[src/rtl/bist_pkg.sv]
// Shared types and the pattern step function for the memory self-test engine.
// Assumes 64-bit test words; the feedback taps are fixed for that width.
package bist_pkg;
    localparam int WORD_W = 64;
    localparam logic [WORD_W-1:0] DEF_SEED = 64'd10041518462085691392;

    typedef enum logic [2:0] {
        ST_IDLE,
        ST_WRITE,
        ST_READ,
        ST_WAIT,
        ST_CWRITE
    } st_t;

    typedef enum logic [1:0] {
        PH_FILL,
        PH_CHECK,
        PH_VERIFY
    } ph_t;

    // One generator step: feedback bit into the top, state moves right.
    function automatic logic [WORD_W-1:0] lfsr_next(input logic [WORD_W-1:0] s);
        return {s[0] ^ s[1] ^ s[3] ^ s[4], s[WORD_W-1:1]};
    endfunction
endpackage

[src/rtl/bist_lfsr.sv]
// Pattern source. A reload puts the seed's successor in the state, so the
// word-0 pattern is ready at once; an advance moves to the next word's pattern.
// Assumes reload and advance are never high together.
module bist_lfsr
    import bist_pkg::*;
#(
    parameter logic [WORD_W-1:0] SEED = DEF_SEED
) (
    input  logic              clk,
    input  logic              rst_n,
    input  logic              reload,
    input  logic              advance,
    output logic [WORD_W-1:0] pattern
);
    // Hold, reload or step the generator state.
    always_ff @(posedge clk) begin
        if (!rst_n)       pattern <= lfsr_next(SEED);
        else if (reload)  pattern <= lfsr_next(SEED);
        else if (advance) pattern <= lfsr_next(pattern);
    end
endmodule

[src/rtl/bist_addr.sv]
// Word index counter and byte address former for the test region.
// Assumes NUM_WORDS >= 2; the base is aligned to 8 bytes here.
module bist_addr #(
    parameter int                ADDR_W    = 32,
    parameter logic [ADDR_W-1:0] BASE_ADDR = 32'h8000_0000,
    parameter int                NUM_WORDS = 1280
) (
    input  logic              clk,
    input  logic              rst_n,
    input  logic              clear,
    input  logic              step,
    output logic [ADDR_W-1:0] addr,
    output logic              last
);
    localparam int                IDX_W   = $clog2(NUM_WORDS);
    localparam logic [ADDR_W-1:0] BASE_AL = BASE_ADDR & ~ADDR_W'(7);
    localparam logic [IDX_W-1:0]  IDX_TOP = IDX_W'(NUM_WORDS - 1);

    logic [IDX_W-1:0] idx;

    // Count words within a pass.
    always_ff @(posedge clk) begin
        if (!rst_n)     idx <= '0;
        else if (clear) idx <= '0;
        else if (step)  idx <= idx + 1'b1;
    end

    // Byte address of the current word and end-of-region flag.
    always_comb begin
        addr = BASE_AL + (ADDR_W'(idx) << 3);
        last = (idx == IDX_TOP);
    end

    AST_IDX_RANGE: assert property (@(posedge clk) disable iff (!rst_n)
        (step && !clear) |-> (idx != IDX_TOP));
endmodule

[src/rtl/bist_ctrl.sv]
// Pass sequencer: issues one access at a time on the memory port, compares
// returned data with the replayed pattern, and records the verdict.
// Assumes the pattern and address inputs track the word being processed.
module bist_ctrl
    import bist_pkg::*;
#(
    parameter int ADDR_W = 32
) (
    input  logic              clk,
    input  logic              rst_n,
    input  logic              start,
    input  logic [WORD_W-1:0] pattern,
    input  logic [ADDR_W-1:0] addr,
    input  logic              last,
    input  logic              mem_gnt,
    input  logic              mem_rvalid,
    input  logic [WORD_W-1:0] mem_rdata,
    output logic              lfsr_reload,
    output logic              lfsr_adv,
    output logic              idx_clr,
    output logic              idx_step,
    output logic              mem_req,
    output logic              mem_we,
    output logic [WORD_W-1:0] mem_wdata,
    output logic              busy,
    output logic              done,
    output logic              pass,
    output logic              fail,
    output logic [ADDR_W-1:0] fail_addr
);
    st_t state;
    ph_t phase;

    logic              accept;
    logic              wr_ok;
    logic              rd_back;
    logic              mismatch;
    logic [WORD_W-1:0] want;

    // Decode the events of the current cycle and the counter controls.
    always_comb begin
        accept      = (state == ST_IDLE) && start;
        wr_ok       = ((state == ST_WRITE) || (state == ST_CWRITE)) && mem_gnt;
        rd_back     = (state == ST_WAIT) && mem_rvalid;
        want        = (phase == PH_CHECK) ? pattern : ~pattern;
        mismatch    = rd_back && (mem_rdata != want);
        lfsr_reload = accept || (wr_ok && last);
        idx_clr     = lfsr_reload;
        lfsr_adv    = (wr_ok && !last) ||
                      (rd_back && !mismatch && (phase == PH_VERIFY) && !last);
        idx_step    = lfsr_adv;
    end

    // Drive the memory port from the state.
    always_comb begin
        mem_req   = (state == ST_WRITE) || (state == ST_READ) || (state == ST_CWRITE);
        mem_we    = (state == ST_WRITE) || (state == ST_CWRITE);
        mem_wdata = (state == ST_WRITE) ? pattern : ~pattern;
        busy      = (state != ST_IDLE);
    end

    // Pass sequencing and verdict registers.
    always_ff @(posedge clk) begin
        if (!rst_n) begin
            state     <= ST_IDLE;
            phase     <= PH_FILL;
            done      <= 1'b0;
            pass      <= 1'b0;
            fail      <= 1'b0;
            fail_addr <= '0;
        end else begin
            done <= 1'b0;
            case (state)
                ST_IDLE: begin
                    if (start) begin
                        state     <= ST_WRITE;
                        phase     <= PH_FILL;
                        pass      <= 1'b0;
                        fail      <= 1'b0;
                        fail_addr <= '0;
                    end
                end
                ST_WRITE: begin
                    if (mem_gnt && last) begin
                        phase <= PH_CHECK;
                        state <= ST_READ;
                    end
                end
                ST_READ: begin
                    if (mem_gnt) state <= ST_WAIT;
                end
                ST_WAIT: begin
                    if (mismatch) begin
                        fail      <= 1'b1;
                        fail_addr <= addr;
                        done      <= 1'b1;
                        state     <= ST_IDLE;
                    end else if (rd_back) begin
                        if (phase == PH_CHECK) begin
                            state <= ST_CWRITE;
                        end else if (last) begin
                            pass  <= 1'b1;
                            done  <= 1'b1;
                            state <= ST_IDLE;
                        end else begin
                            state <= ST_READ;
                        end
                    end
                end
                ST_CWRITE: begin
                    if (mem_gnt) begin
                        state <= ST_READ;
                        if (last) phase <= PH_VERIFY;
                    end
                end
                default: state <= ST_IDLE;
            endcase
        end
    end

    AST_NO_REQ_IN_WAIT: assert property (@(posedge clk) disable iff (!rst_n)
        (state == ST_WAIT) |-> !mem_req);
    AST_CWRITE_AFTER_MATCH: assert property (@(posedge clk) disable iff (!rst_n)
        (state == ST_CWRITE) |-> (phase == PH_CHECK));
    AST_FAIL_STOPS: assert property (@(posedge clk) disable iff (!rst_n)
        $rose(fail) |-> (!busy && !mem_req));
endmodule

[src/rtl/lfsr_mem_bist.sv]
// Top of the memory pattern self-test engine: pattern source, address
// counter and pass sequencer. Assumes a memory that grants each request
// and returns read data some cycles after the read grant.
module lfsr_mem_bist
    import bist_pkg::*;
#(
    parameter int                     ADDR_W    = 32,
    parameter logic [ADDR_W-1:0]      BASE_ADDR = 32'h8000_0000,
    parameter int                     NUM_WORDS = 1280,
    parameter logic [WORD_W-1:0]      SEED      = DEF_SEED
) (
    input  logic              clk,
    input  logic              rst_n,
    input  logic              start,
    output logic              busy,
    output logic              done,
    output logic              pass,
    output logic              fail,
    output logic [ADDR_W-1:0] fail_addr,
    output logic              mem_req,
    output logic              mem_we,
    output logic [ADDR_W-1:0] mem_addr,
    output logic [WORD_W-1:0] mem_wdata,
    input  logic              mem_gnt,
    input  logic [WORD_W-1:0] mem_rdata,
    input  logic              mem_rvalid
);
    logic              lfsr_reload;
    logic              lfsr_adv;
    logic              idx_clr;
    logic              idx_step;
    logic              last;
    logic [WORD_W-1:0] pattern;

    bist_lfsr #(.SEED(SEED)) u_lfsr (
        .clk     (clk),
        .rst_n   (rst_n),
        .reload  (lfsr_reload),
        .advance (lfsr_adv),
        .pattern (pattern)
    );

    bist_addr #(
        .ADDR_W    (ADDR_W),
        .BASE_ADDR (BASE_ADDR),
        .NUM_WORDS (NUM_WORDS)
    ) u_addr (
        .clk   (clk),
        .rst_n (rst_n),
        .clear (idx_clr),
        .step  (idx_step),
        .addr  (mem_addr),
        .last  (last)
    );

    bist_ctrl #(.ADDR_W(ADDR_W)) u_ctrl (
        .clk         (clk),
        .rst_n       (rst_n),
        .start       (start),
        .pattern     (pattern),
        .addr        (mem_addr),
        .last        (last),
        .mem_gnt     (mem_gnt),
        .mem_rvalid  (mem_rvalid),
        .mem_rdata   (mem_rdata),
        .lfsr_reload (lfsr_reload),
        .lfsr_adv    (lfsr_adv),
        .idx_clr     (idx_clr),
        .idx_step    (idx_step),
        .mem_req     (mem_req),
        .mem_we      (mem_we),
        .mem_wdata   (mem_wdata),
        .busy        (busy),
        .done        (done),
        .pass        (pass),
        .fail        (fail),
        .fail_addr   (fail_addr)
    );

    AST_ADDR_ALIGN: assert property (@(posedge clk) disable iff (!rst_n)
        mem_req |-> (mem_addr[2:0] == 3'b000));
    AST_ONE_OUTSTANDING: assert property (@(posedge clk) disable iff (!rst_n)
        (mem_req && !mem_we && mem_gnt) |=> !mem_req);
    AST_REQ_HOLD: assert property (@(posedge clk) disable iff (!rst_n)
        (mem_req && !mem_gnt) |=> (mem_req && $stable(mem_we) &&
                                   $stable(mem_addr) && $stable(mem_wdata)));
    AST_DONE_PULSE: assert property (@(posedge clk) disable iff (!rst_n)
        done |=> !done);
    AST_RESULT_HELD: assert property (@(posedge clk) disable iff (!rst_n)
        (!busy && !start) |=> ($stable(pass) && $stable(fail) && $stable(fail_addr)));
    AST_IDLE_AT_DONE: assert property (@(posedge clk) disable iff (!rst_n)
        done |-> !busy);
    AST_VERDICT_EXCL: assert property (@(posedge clk) disable iff (!rst_n)
        !(pass && fail));
endmodule

[config.mk]
export PLATFORM = sky130hd
export DESIGN_NAME = lfsr_mem_bist
export DESIGN_NICKNAME = d
export VERILOG_FILES = /design/src/rtl/bist_pkg.sv /design/src/rtl/bist_lfsr.sv /design/src/rtl/bist_addr.sv /design/src/rtl/bist_ctrl.sv /design/src/rtl/lfsr_mem_bist.sv
export SDC_FILE = /design/constraint.sdc
export NUM_CORES = 1
export LEC_CHECK = 0
export CORE_MARGIN = 2
export CORE_UTILIZATION = 40
export DETAILED_ROUTE_END_ITERATION = 10
export PLACE_DENSITY = 0.78
export SYNTH_ARGS = -nofsm -noshare
export SYNTH_HDL_FRONTEND = slang
export SYNTH_SLANG_ARGS = --single-unit
[constraint.sdc]
create_clock -name clk -period 4.92 [get_ports clk]
set_input_delay 0.738 -clock clk [delete_from_list [all_inputs] [get_ports clk]]
set_output_delay 0.738 -clock clk [all_outputs]
set_load 0.02 [all_outputs]
==> PnR_summary.wiki, run 1 <==
{| class="wikitable"
! Metric !! Value
|-
| Run status || finished, final reports clean
|-
| H-tree lvl count || 3
|-
| Number of hold buffers added after CTS || 0
|-
| Top cell by count, worst path || nand3_1
|-
| Standard cell with the maximum stage delay on the critical path || or4_1
|-
| Residual DRC count || 0
|-
| Max-capacitance violation count || 0
|-
| Reported leakage power || 2.88 nW
|-
| Buffers & Inverters on Critical Path || 2
|-
| Most area-hungry cell type in the Yosys netlist || dfxtp_1
|-
| Post-Place Worst Slack || 1060 ps
|-
| Fraction of the cycle the final worst path needs || 0.719
|-
| Maximum achievable frequency || 283 MHz
|-
| Share of final-layout standard cells stronger than drive strength 1 || 0.0437
|-
| Final setup skew || around 11 ps
|-
| Critical path type || input pin to flop
|-
| Overall overflow remaining after global route || 0
|-
| Cell Chain, Critical Path || clkdlybuf4s50_1, xor2_1, o22ai_1, or4_1, nor3_1, o2111ai_2, buf_4, nand3_1, nand3_1
|-
| Estimated wirelength of the detail-placed design || 13200 um
|-
| Floorplan die area || 15900 um^2
|-
| Die outline height || 126 um
|-
| Final min period || around 3500 ps
|-
| Number of buffers inserted by post-CTS setup repair || 0
|-
| Fraction of post-synthesis cell area in the top cell type by area || 0.316
|-
| Area growth from synthesis to final layout || 30.6%
|-
| Share of the yosys chip area belonging to registers || 0.316
|-
| Clock latency of the later-clocked register in the worst-skew pair || 350 ps
|-
| Worst path top cell family by delay || simple AND/OR/NAND/NOR gates
|-
| Ratio of routed vias to standard cells || 5.38
|-
| Placement row count || between 40 and 50
|-
| Clock buffers created by TritonCTS || 9
|-
| Initial cell density of the core || 0.409
|-
| Slew at the pin with the worst max-slew slack || 1140 ps
|-
| Nets || 912
|-
| Clock slew at the register clock pins of the worst setup and hold paths || 70 ps
|-
| Port Buf Inserts || around 160
|-
| Crit path DAT || 3700 ps
|-
| First-pass GRT wire length || 27900 um
|-
| Peak VDD IR || 201 uV
|-
| Peak per-stage delay on the critical path || between 500 and 600 ps
|-
| Initial antenna violation count || 0
|-
| Fill cell total of the finished layout || approximately 1300
|-
| Hold Crit Class || flop to flop
|-
| Count of distinct cell types in the synthesized netlist || 54
|-
| Boundary pin count || 203
|-
| Number of failing setup endpoints in the final timing report || 0
|-
| Count of mapped cells out of synthesis || 713
|-
| Number of max-slew violations in the final report || 0
|-
| Total wire length || roughly 18000 um
|-
| Unrepaired setup endpoints after global routing || no
|-
| Final setup slack of the worst path || 1380 ps
|-
| Netlist Area Pre-Place || around 6000 um^2
|-
| Wire length per cell after detailed routing || ~17 um
|-
| Total core area || between 10000 and 15000 um^2
|-
| Count of flip-flops with a built-in enable after synthesis || 0
|-
| Biggest fanout along the worst timing path || 21
|-
| Fin util || 0.534
|-
| Type of origin of the critical path || input pin
|-
| Antenna Violating Nets Remaining || 0
|-
| Register area || 1880 um^2
|-
| Root buffer cell || clkbuf_16
|-
| Headroom to the max-slew limit || 0.238
|-
| Yosys warnings || 0
|-
| Count of state elements after synthesis || 94
|-
| Number of buffers between clock root and the deepest sink || 2
|-
| Detailed-routing iteration count for the pre-antenna-repair pass || 5
|-
| Capturing element type of the critical path || flop
|-
| Number of gates given a new drive strength after cts || 0
|-
| Most frequent cell after synthesis || xnor2_1
|-
| Final Power || 2.96 mW
|-
| Pin count of the biggest net entering global routing || 62
|-
| Ys async rst share || 0
|-
| Iter 0 DRT Violations || 508
|-
| Primary flip-flop cell chosen by synthesis mapping || dfxtp_1
|-
| Clock sinks || 94
|-
| Synth cell count leaders || 112 x xnor2_1, 94 x dfxtp_1, 61 x nand2_1
|-
| Final estimated routing congestion in global placement || 0.912
|-
| Total area of multi-input combinational cells || 3670 um^2
|-
| Vias || ~5500
|-
| Clock tree from TritonCTS || built
|-
| Fin Setup TNS || 0 ps
|-
| PD cells || roughly 380 nW/um^2
|-
| Required time at the worst-slack endpoint || 5090 ps
|-
| Ant. Diodes || 0
|-
| Vias in the first global route || 5063
|-
| Floorplan die width || 126 um
|-
| Final number of hold-violating endpoints || 0
|-
| Synthesized area per cell || 8.34 um^2
|-
| Biggest area contributors in the synthesized netlist || dfxtp_1 32%, xnor2_1 16%, mux2i_1 8.8%
|-
| Tot GR Track Use || 0.222
|}
## stage by stage
step | cells | cell area [um^2] | hold WS (ps)
floorplan | 752 | 6090 | 483
global placement | 1015 | 7490 | 446
detailed placement | 1015 | 7490 | 449
CTS | 1031 | 7760 | 457
global route | 1031 | 7760 | 490
finish | 1031 | 7760 | 453
## path summary, 6_finish.rpt
path / startpoint / endpoint / slack [ps] / cells after the start
min: u_ctrl.pass / u_ctrl.pass / 450 / 2
min reg2reg: u_ctrl.pass / u_ctrl.pass / 450 / 2
max: mem_rdata[32] / u_lfsr.pattern[26] / 1380 / 9
max reg2reg: u_addr.idx[0] / u_lfsr.pattern[5] / 1520 / 9
## metal layers
metal | up-vias | share of wire | track usage
li1 | 2652 | - | -
met4 | 0 | 0.025 | 0.0743
met5 | - | 0 | 0
met2 | 268 | 0.43 | 0.325
met1 | 2588 | 0.45 | 0.322
met3 | 34 | 0.093 | 0.0497
## logic make-up after synthesis
kind of cell / count (synthesis) / share of synthesized area
adder cells (fa/ha/maj): 1 / 0.00210
other: 2 / 0.00126
XOR/XNOR: 134 / 0.197
multiplexers: 53 / 0.0894
flip-flops: 94 / 0.316
buffers and inverters: 96 / 0.0947
AO/OA/AOI/OAI: 92 / 0.0922
AND/OR/NAND/NOR: 241 / 0.207
## sequential cells by signal, indices dropped and copies added (netlist names)
signal and count:
u_ctrl.pass 1, u_ctrl.fail_addr 12, u_ctrl.phase 2, u_addr.idx 11, u_ctrl.state 3, u_ctrl.done 1
u_lfsr.pattern 64
## power breakdown
| group | internal [mW] | switching (mW) | leakage, nW |
|---|---|---|---|
| sequential | 0.820 | 0.115 | 0.762 |
| combinational | 0.626 | 0.735 | 1.99 |
| clock | 0.357 | 0.304 | 0.132 |
## cell type report
class                   instances  area share
well taps                     184      0.0296
flip-flops and latches         94       0.242
clock buffers                  11      0.0313
multi-input cells             562       0.473
clock inverters                 5     0.00435
repair buffers                172       0.218
inverters                       3     0.00145
## worst reg2reg max path: stages, from the launching register on
cell      delay, ps
dfxtp_1         470
ha_1            250
nor4bb_1        340
nand4_1         310
nand4b_1        270
nor3_1          110
o2111a_1        190
nor2_4          860
buf_4           340
mux2i_1         190
## cell usage in the layout (no fill, tap or decap), types with 24 or more instances in the layout
cell and n:
nand2_1 61, a21oi_1 24, clkdlybuf4s50_1 161, conb_1 41, nand3_1 58, dfxtp_1 94
o21ai_1 29, xnor2_1 112, nor2_1 39, mux2i_1 52
(Power assumes the default switching activity.)
==> inputs of run 2 (changes only) <==
- PLACE_DENSITY: 0.78 -> 0.81
- clock period: 4.92 -> 2.9 ns (I/O delays scaled with it)
==> run 2 against run 1 <==
Effect of this change: critical path type unchanged; worst setup slack got worse by 1300 ps; sequential share of layout area fell by 1.8 points; routed wire length increased by 9.4%; cell count grew 5.3%; global-route usage grew 1.1 points; non-clock buffer count rose by 56; clock power grew 80%; largest cell class unchanged; register-to-register slack got worse by 1300 ps.
==> PnR_summary.wiki, run 2 (same netlist as run 1, synthesis figures left out) <==
{| class="wikitable"
! Metric !! Value
|-
| WL met3 || 2090 um (was 1670 um)
|-
| Standard cell with the maximum stage delay on the critical path || clkdlybuf4s50_1 (was or4_1)
|-
| Maximum achievable frequency || 359 MHz
|-
| Nets || 968 (was 912)
|-
| Vias in the first global route || 5389 (was 5063)
|-
| Area growth from synthesis to final layout || 41.3% (was 30.6%)
|-
| Fraction of the cycle the final worst path needs || 0.959
|-
| Number of failing setup endpoints in the final timing report || 0 (unchanged)
|-
| Number of buffers between clock root and the deepest sink || 2 (unchanged)
|-
| Peak per-stage delay on the critical path || 520 ps (was 560 ps)
|-
| Floorplan die width || 126 um (unchanged)
|-
| Total area of multi-input combinational cells || 3760 um^2 (was 3670 um^2)
|-
| Placement row count || 44 (unchanged)
|-
| Most frequent cells in the layout || 161 x clkdlybuf4s50_1, 111 x xnor2_1, 93 x dfxtp_1 (was 161 x clkdlybuf4s50_1, 112 x xnor2_1, 94 x dfxtp_1)
|-
| Pin count of the biggest net entering global routing || 46 (was 62)
|-
| Iter 0 DRT Violations || 660 (was 508)
|-
| Clock slew at the register clock pins of the worst setup and hold paths || 70 ps (about the same)
|-
| H-tree lvl count || 3 (unchanged)
|-
| Headroom to the max-slew limit || 0.553 (was 0.238)
|-
| Reported leakage power || 3.22 nW (was 2.88 nW)
|-
| Tot GR Track Use || 0.233 (was 0.222)
|-
| Critical path type || input pin to flop (unchanged)
|-
| Clock Power Share || 0.225 (was 0.223)
|-
| Non-filler cells, final || 1086 (was 1031)
|-
| Residual DRC count || 0 (unchanged)
|-
| Switching Fraction || 0.383 (was 0.391)
|-
| First-pass GRT wire length || 29400 um (was 27900 um)
|-
| Run status || finished, final reports clean (unchanged)
|-
| Final estimated routing congestion in global placement || 0.985 (was 0.912)
|-
| Final instance area || 8400 um^2 (was 7760 um^2)
|-
| Clock tree from TritonCTS || built (unchanged)
|-
| Worst path top cell family by delay || simple AND/OR/NAND/NOR gates (unchanged)
|-
| Share of final-layout standard cells stronger than drive strength 1 || 0.114 (was 0.0437)
|-
| Buffers & Inverters on Critical Path || 2 (unchanged)
|-
| Switching Power || 2.04 mW (was 1.15 mW)
|-
| Combinational fraction of design power || 0.484 (was 0.460)
|-
| Unrepaired setup endpoints after global routing || no (unchanged)
|-
| Leading cell type in the layout, fill and taps excluded || clkdlybuf4s50_1 (unchanged)
|-
| Total wire length || 19600 um (was 18000 um)
|-
| Register area || 1880 um^2 (about the same)
|-
| Number of max-slew violations in the final report || 0 (unchanged)
|-
| Floorplan die area || 15900 um^2 (unchanged)
|-
| Cell Chain, Critical Path || clkdlybuf4s50_1, xor2_1, o22ai_1, or4_4, nor4b_4, o2111a_1, buf_4, nor2_1, or3_1 (was clkdlybuf4s50_1, xor2_1, o22ai_1, or4_1, nor3_1, o2111ai_2, buf_4, nand3_1, nand3_1)
|-
| Estimated wirelength of the detail-placed design || 14300 um (was 13200 um)
|-
| Initial antenna violation count || 0 (unchanged)
|-
| Uppermost routed layer || met4 (unchanged)
|-
| Share of power burned in registers || 0.291 (was 0.316)
|-
| Fill cell total of the finished layout || 1275 (was 1347)
|-
| Hold Crit Class || flop to flop (unchanged)
|-
| Slew at the pin with the worst max-slew slack || 670 ps (was 1140 ps)
|-
| Ant. Diodes || 0 (unchanged)
|-
| Final setup skew || 9.25 ps (was 11.0 ps)
|-
| Peak VDD IR || 360 uV (was 201 uV)
|-
| Largest register FFs || 64 (unchanged)
|-
| Number of hold buffers added after CTS || 0 (unchanged)
|-
| Wire length per cell after detailed routing || 18.1 um (was 17.4 um)
|-
| Clock buffers created by TritonCTS || 9 (unchanged)
|-
| Max-capacitance violation count || 0 (unchanged)
|-
| Leading registers by flop count || u_lfsr.pattern x64, u_ctrl.fail_addr x12, u_addr.idx x11 (unchanged)
|-
| Internal power of the cells || 3.28 mW (was 1.80 mW)
|-
| Final min period || 2780 ps
|-
| Ratio of routed vias to standard cells || 5.49 (was 5.38)
|-
| Vias || 5959 (was 5542)
|-
| Overall overflow remaining after global route || 0 (unchanged)
|-
| Clock latency of the later-clocked register in the worst-skew pair || 350 ps (about the same)
|-
| Antenna Violating Nets Remaining || 0 (unchanged)
|-
| Boundary pin count || 203 (unchanged)
|-
| Register with the most flip-flops || u_lfsr.pattern (unchanged)
|-
| Sum of met2 wire segment lengths after detailed routing || 8930 um (was 7710 um)
|-
| Routed metal-1 wirelength || 8050 um (was 8130 um)
|-
| Required time at the worst-slack endpoint || 3130 ps (was 5090 ps)
|-
| Die outline height || 126 um (unchanged)
|-
| Crit path DAT || 3010 ps (was 3700 ps)
|-
| PD cells || 633 nW/um^2 (was 381 nW/um^2)
|-
| Root buffer cell || clkbuf_16 (unchanged)
|-
| Port Buf Inserts || 161 (unchanged)
|-
| Total core area || 14500 um^2 (unchanged)
|-
| Detailed-routing iteration count for the pre-antenna-repair pass || 7 (was 5)
|-
| Final number of hold-violating endpoints || 0 (unchanged)
|-
| Clock sinks || 94 (unchanged)
|-
| Type of origin of the critical path || input pin (unchanged)
|-
| Capturing element type of the critical path || flop (unchanged)
|-
| Biggest fanout along the worst timing path || 9 (was 21)
|-
| Cell count after placement || 1069 (was 1015)
|-
| Post-detailed-placement cell area || 7970 um^2 (was 7490 um^2)
|-
| Initial cell density of the core || 0.409 (unchanged)
|}
## run 2: cell count changes in the layout (fill, tap and decap cells not counted), moves of 6 or more
cell / change
xor2_2: +6
xor2_1: -6
buf_4: +47
buf_12: +7
## run 2: power by group through the flow
stage / sequential, mW / combinational [mW] / clock, mW
finish: 1.55 / 2.57 / 1.19
global route: 1.56 / 2.71 / 1.24
CTS: 1.54 / 2.56 / 1.19
detailed placement: 1.57 / 2.48 / 0
global placement: 1.57 / 2.45 / 0
floorplan: 1.56 / 1.40 / 0
## run 2: final timing paths
path	slack (ps)	endpoint	startpoint	cells after the start
worst max-delay path	120	u_addr.idx[6]	mem_rdata[0]	9
worst min-delay path	460	u_ctrl.pass	u_ctrl.pass	2
worst max register to register	190	u_addr.idx[5]	u_addr.idx[0]	10
worst min register to register	460	u_ctrl.pass	u_ctrl.pass	2
## run 2: worst register-to-register path, stage by stage (launching register included)
cell      delay (ps)
dfxtp_1          350
ha_1             240
nor4bb_1         370
nand4_1          300
nand4b_1         270
nor3_2            70
o2111a_1         150
buf_4            170
buf_4            160
and3_1           150
or3_1            350
## run 2: stage by stage
stage          TNS [ps]  hold WS, ps  power, mW   util  setup slack, ps
2_1_floorplan         0          483       2.96      -              328
3_5_place_dp     -20430          452       4.05  0.548             -299
4_1_cts               0          461       5.29  0.572             40.5
3_3_place_gp     -14910          445       4.02  0.548             -228
6_report              0          462       5.32  0.578              118
5_1_grt               0          485       5.51  0.578             14.2
## run 2: final cells by class
cell class              instances  area share
inverters                       3     0.00134
multi-input cells             562       0.447
clock buffers                  10      0.0272
flip-flops and latches         94       0.224
repair buffers                228       0.265
well taps                     184      0.0274
clock inverters                 5     0.00715
## run 2: timing repair
action | 4_1_cts | 5_1_grt
resized for setup | 1 | 13
pin swaps | 0 | 1
setup buffers | 1 | 0
setup endpoints to repair | 3 | 122
cloned | 1 | 0
## run 2: per-layer routing
metal,global-route usage,up-vias
met5,0,-
met4,0.0834,0
met3,0.0650,52
met2,0.355,381
met1,0.315,2770
li1,-,2756
==> inputs of run 3 (changes only) <==
- PLACE_DENSITY: 0.81 -> 0.79
- SYNTH_HIERARCHICAL: unset -> 1
==> run 3 against run 2 <==
Effect of this change: the run now ends with setup timing left; clock power is 100% higher; largest power group unchanged; critical endpoint is now u_lfsr/pattern[48]; fmax is 6.3% lower; global-route usage is 1.2 points lower; clock-buffer cell count is 13 higher; routed wire length is 0.71% higher; cell count is 6.7% higher; cell area is 18% higher; sequential cell count is 21 higher; combinational power is 83% higher; register-to-register slack worse by 220 ps; synthesized cell count is 1.5% lower; first-iteration DRC count is 46% lower.
==> PnR_summary.wiki, run 3 <==
{| class="wikitable"
! Metric !! Value
|-
| Register with the most flip-flops || u_lfsr/pattern (was u_lfsr.pattern)
|-
| Biggest area contributors in the synthesized netlist || dfxtp_1 36%, mux2i_1 15%, xnor2_1 13% (was dfxtp_1 32%, xnor2_1 16%, mux2i_1 8.8%)
|-
| Clock buffers created by TritonCTS || 17 (was 9)
|-
| Count of flip-flops with a built-in enable after synthesis || 0 (unchanged)
|-
| Hold Crit Class || flop to flop (unchanged)
|-
| Fin Setup TNS || -584 ps (was 0 ps)
|-
| Register area || 2310 um^2 (was 1880 um^2)
|-
| Area growth from synthesis to final layout || 54.9% (was 41.3%)
|-
| Clock sinks || 115 (was 94)
|-
| Ant. Diodes || 0 (unchanged)
|-
| Final setup slack of the worst path || -69.2 ps (was 118 ps)
|-
| Clock latency of the later-clocked register in the worst-skew pair || 410 ps (was 350 ps)
|-
| Ys async rst share || 0 (unchanged)
|-
| Post-Place Worst Slack || -608 ps (was -299 ps)
|-
| Area share of xor/xnor cells in the synthesized design || 0.188 (was 0.197)
|-
| Internal power of the cells || 5.70 mW (was 3.28 mW)
|-
| Count of state elements after synthesis || 115 (was 94)
|-
| Type of origin of the critical path || input pin (unchanged)
|-
| Total area of multi-input combinational cells || 4040 um^2 (was 3760 um^2)
|-
| Root buffer cell || clkbuf_16 (unchanged)
|-
| Number of failing setup endpoints in the final timing report || 25 (was 0)
|-
| Share of final-layout standard cells stronger than drive strength 1 || 0.175 (was 0.114)
|-
| Iter 0 DRT Violations || 355 (was 660)
|-
| Run status || complete, but fails checks (was finished, final reports clean)
|-
| Max-capacitance violation count || 0 (unchanged)
|-
| Unrepaired setup endpoints after global routing || yes (was no)
|-
| Fraction of post-synthesis cell area in the top cell type by area || 0.361 (was 0.316)
|-
| Number of hold buffers added after CTS || 0 (unchanged)
|-
| Vias in the first global route || 5350 (was 5389)
|-
| Overall overflow remaining after global route || 0 (unchanged)
|-
| PD cells || 913 nW/um^2 (was 633 nW/um^2)
|-
| Initial antenna violation count || 0 (unchanged)
|-
| Required time at the worst-slack endpoint || 3160 ps (was 3130 ps)
|-
| Ratio of routed vias to standard cells || 4.94 (was 5.49)
|-
| Boundary pin count || 203 (unchanged)
|-
| Slew at the pin with the worst max-slew slack || 698 ps (was 670 ps)
|-
| Crit path DAT || 3230 ps (was 3010 ps)
|-
| Estimated wirelength of the detail-placed design || 13700 um (was 14300 um)
|-
| Leading cell type in the layout, fill and taps excluded || clkdlybuf4s50_1 (unchanged)
|-
| H-tree lvl count || 4 (was 3)
|-
| Uppermost routed layer || met4 (unchanged)
|-
| Most area-hungry cell type in the Yosys netlist || dfxtp_1 (unchanged)
|-
| Port Buf Inserts || 181 (was 161)
|-
| Count of mapped cells out of synthesis || 702 (was 713)
|-
| Biggest fanout along the worst timing path || 7 (was 9)
|-
| Reg-to-reg slack, setup || -30 ps (was 190 ps)
|-
| Proportion of synthesized area in mux cells || 0.152 (was 0.0894)
|-
| Final min period || 2970 ps (was 2780 ps)
|-
| Number of max-slew violations in the final report || 0 (unchanged)
|-
| Synth cell count leaders || 115 x dfxtp_1, 98 x xnor2_1, 96 x mux2i_1 (was 112 x xnor2_1, 94 x dfxtp_1, 61 x nand2_1)
|-
| Post-synthesis compound-gate area fraction || 0.0506 (was 0.0922)
|-
| Wire length per cell after detailed routing || 17.1 um (was 18.1 um)
|-
| Yosys warnings || 6 (was 0)
|-
| Detailed-routing iteration count for the pre-antenna-repair pass || 5 (was 7)
|-
| Adder-cell share of the synthesized area || 0.00196 (was 0.00210)
|-
| Final number of hold-violating endpoints || 0 (unchanged)
|-
| Violated checks || setup timing
|-
| Final estimated routing congestion in global placement || 0.988 (was 0.985)
|-
| Capturing element type of the critical path || flop (unchanged)
|-
| Fin util || 0.629 (was 0.578)
|-
| Switching Fraction || 0.368 (was 0.383)
|-
| Most frequent cell after synthesis || dfxtp_1 (was xnor2_1)
|-
| Residual DRC count || 0 (unchanged)
|-
| Floorplan die area || 17000 um^2 (was 15900 um^2)
|-
| Number of buffers between clock root and the deepest sink || 2 (unchanged)
|-
| Count of distinct cell types in the synthesized netlist || 53 (was 54)
|-
| Routed metal-1 wirelength || 8660 um (was 8050 um)
|-
| Placement row count || 46 (was 44)
|-
| First-pass GRT wire length || 28800 um (was 29400 um)
|-
| Clock Power Share || 0.264 (was 0.225)
|-
| Leading registers by flop count || u_lfsr/pattern x64, u_ctrl/fail_addr x32, u_addr/idx x11 (was u_lfsr.pattern x64, u_ctrl.fail_addr x12, u_addr.idx x11)
|-
| Final setup skew || 10.5 ps (was 9.25 ps)
|-
| Die outline height || 130 um (was 126 um)
|-
| Total wire length || 19800 um (was 19600 um)
|-
| Total core area || 15700 um^2 (was 14500 um^2)
|-
| Maximum achievable frequency || 337 MHz (was 359 MHz)
|-
| Primary flip-flop cell chosen by synthesis mapping || dfxtp_1 (unchanged)
|-
| Netlist Area Pre-Place || 6380 um^2 (was 5950 um^2)
|-
| Combinational family with the most area after synthesis || XOR/XNOR gates (was simple AND/OR/NAND/NOR gates)
|-
| Simple-gate area share of the yosys netlist || 0.171 (was 0.207)
|-
| Worst hold slack || 467 ps (was 462 ps)
|-
| Clock tree from TritonCTS || built (unchanged)
|-
| Antenna Violating Nets Remaining || 0 (unchanged)
|-
| Pin count of the biggest net entering global routing || 76 (was 46)
|-
| Clock slew at the register clock pins of the worst setup and hold paths || 50 ps (was 70 ps)
|-
| Synthesized area per cell || 9.08 um^2 (was 8.34 um^2)
|-
| Share of power burned in registers || 0.213 (was 0.291)
|-
| Fraction of the cycle the final worst path needs || 1.02 (was 0.959)
|-
| Critical path type || input pin to flop (unchanged)
|-
| Tot GR Track Use || 0.220 (was 0.233)
|-
| Fill cell total of the finished layout || 1275 (unchanged)
|-
| Switching Power || 3.32 mW (was 2.04 mW)
|-
| Reported leakage power || 3.65 nW (was 3.22 nW)
|-
| Vias || 5731 (was 5959)
|-
| Combinational fraction of design power || 0.523 (was 0.484)
|-
| Sum of met2 wire segment lengths after detailed routing || 9520 um (was 8930 um)
|-
| Largest register FFs || 64 (unchanged)
|-
| Peak VDD IR || 556 uV (was 360 uV)
|-
| Headroom to the max-slew limit || 0.534 (was 0.553)
|-
| Initial cell density of the core || 0.406 (was 0.409)
|-
| Floorplan die width || 130 um (was 126 um)
|-
| WL met3 || 1220 um (was 2090 um)
|-
| Nets || 1000 (was 968)
|-
| Share of the yosys chip area belonging to registers || 0.361 (was 0.316)
|-
| Most frequent cells in the layout || 160 x clkdlybuf4s50_1, 107 x dfxtp_1, 92 x mux2i_1 (was 161 x clkdlybuf4s50_1, 111 x xnor2_1, 93 x dfxtp_1)
|}
## run 3: cell count changes after synthesis, moves of 8 or more
| cell | previous run | this run |
|---|---|---|
| xor2_1 | 22 | 39 |
| mux2i_1 | 52 | 96 |
| nor4_1 | 11 | 3 |
| dfxtp_1 | 94 | 115 |
| clkbuf_1 | 36 | 22 |
| buf_4 | 46 | 24 |
| xnor2_1 | 112 | 98 |
| a22oi_1 | 0 | 8 |
| nand2_1 | 61 | 77 |
| a21oi_1 | 24 | 15 |
| nand3_1 | 58 | 41 |
| o21ai_1 | 29 | 1 |
| nor2_1 | 41 | 56 |
## run 3: power groups by stage
stage | registers (mW) | clock network, mW | logic (mW)
final | 1.92 | 2.38 | 4.71
after global routing | 1.94 | 2.47 | 4.98
after CTS | 1.91 | 2.40 | 4.50
after detailed placement | 1.93 | 0 | 4.39
after global placement | 1.92 | 0 | 4.37
after floorplan | 1.90 | 0 | 2.59
## run 3: timing repair
item,CTS,global route
gates cloned,1,6
setup endpoints to repair,68,108
gates resized for setup,48,42
pin swaps,21,25
buffers inserted,5,7
## run 3: logic make-up (layout without fill, tap and decap cells)
family,Yosys count,count (layout)
simple gates,230,230
xor+xnor,137,137
flops,115,115
mux,97,97
buf+inv,70,292
compound gates,50,50
other cells,2,21
fa+ha+maj,1,1
## run 3: worst max-delay path: stages
cell and delay, ps:
clkdlybuf4s50_1 500, xor2_1 310, nand3_1 120, o21bai_1 180
o211ai_1 150, nor4b_4 330, nand4b_1 190, a21oi_4 250
buf_6 150, buf_12 140, buf_12 150, mux2i_4 230
nand2_1 70
## run 3: metal layers
| metal | GRT usage | up-vias |
|---|---|---|
| met3 | 0.0455 | 30 |
| li1 | - | 2784 |
| met4 | 0.0810 | 0 |
| met2 | 0.346 | 203 |
| met5 | 0 | - |
| met1 | 0.300 | 2714 |
## run 3: cell type report
class,instances,share of cell area
Multi-Input combinational cell,536,0.409
Timing Repair Buffer,254,0.260
Sequential cell,115,0.234
Clock buffer,23,0.0474
Tap cell,216,0.0274
Clock inverter,9,0.0201
Inverter,6,0.00228
## run 3: worst paths after layout
path / cells after the start / end / start
worst min-delay path: 2 / u_ctrl/fail_addr[10] / u_ctrl/fail_addr[10]
worst max-delay path: 13 / u_lfsr/pattern[48] / mem_rdata[18]
worst max register to register: 12 / u_lfsr/pattern[48] / u_lfsr/pattern[2]
worst min register to register: 2 / u_ctrl/fail_addr[10] / u_ctrl/fail_addr[10]
## run 3: per-stage QoR
step                      area (um^2)  power, mW  cells
after floorplan                  6450       4.49    721
after global placement           8590       6.29   1108
after detailed placement         8590       6.32   1108
after CTS                        9520       8.81   1146
after global routing             9880       9.40   1159
final                            9880       9.02   1159
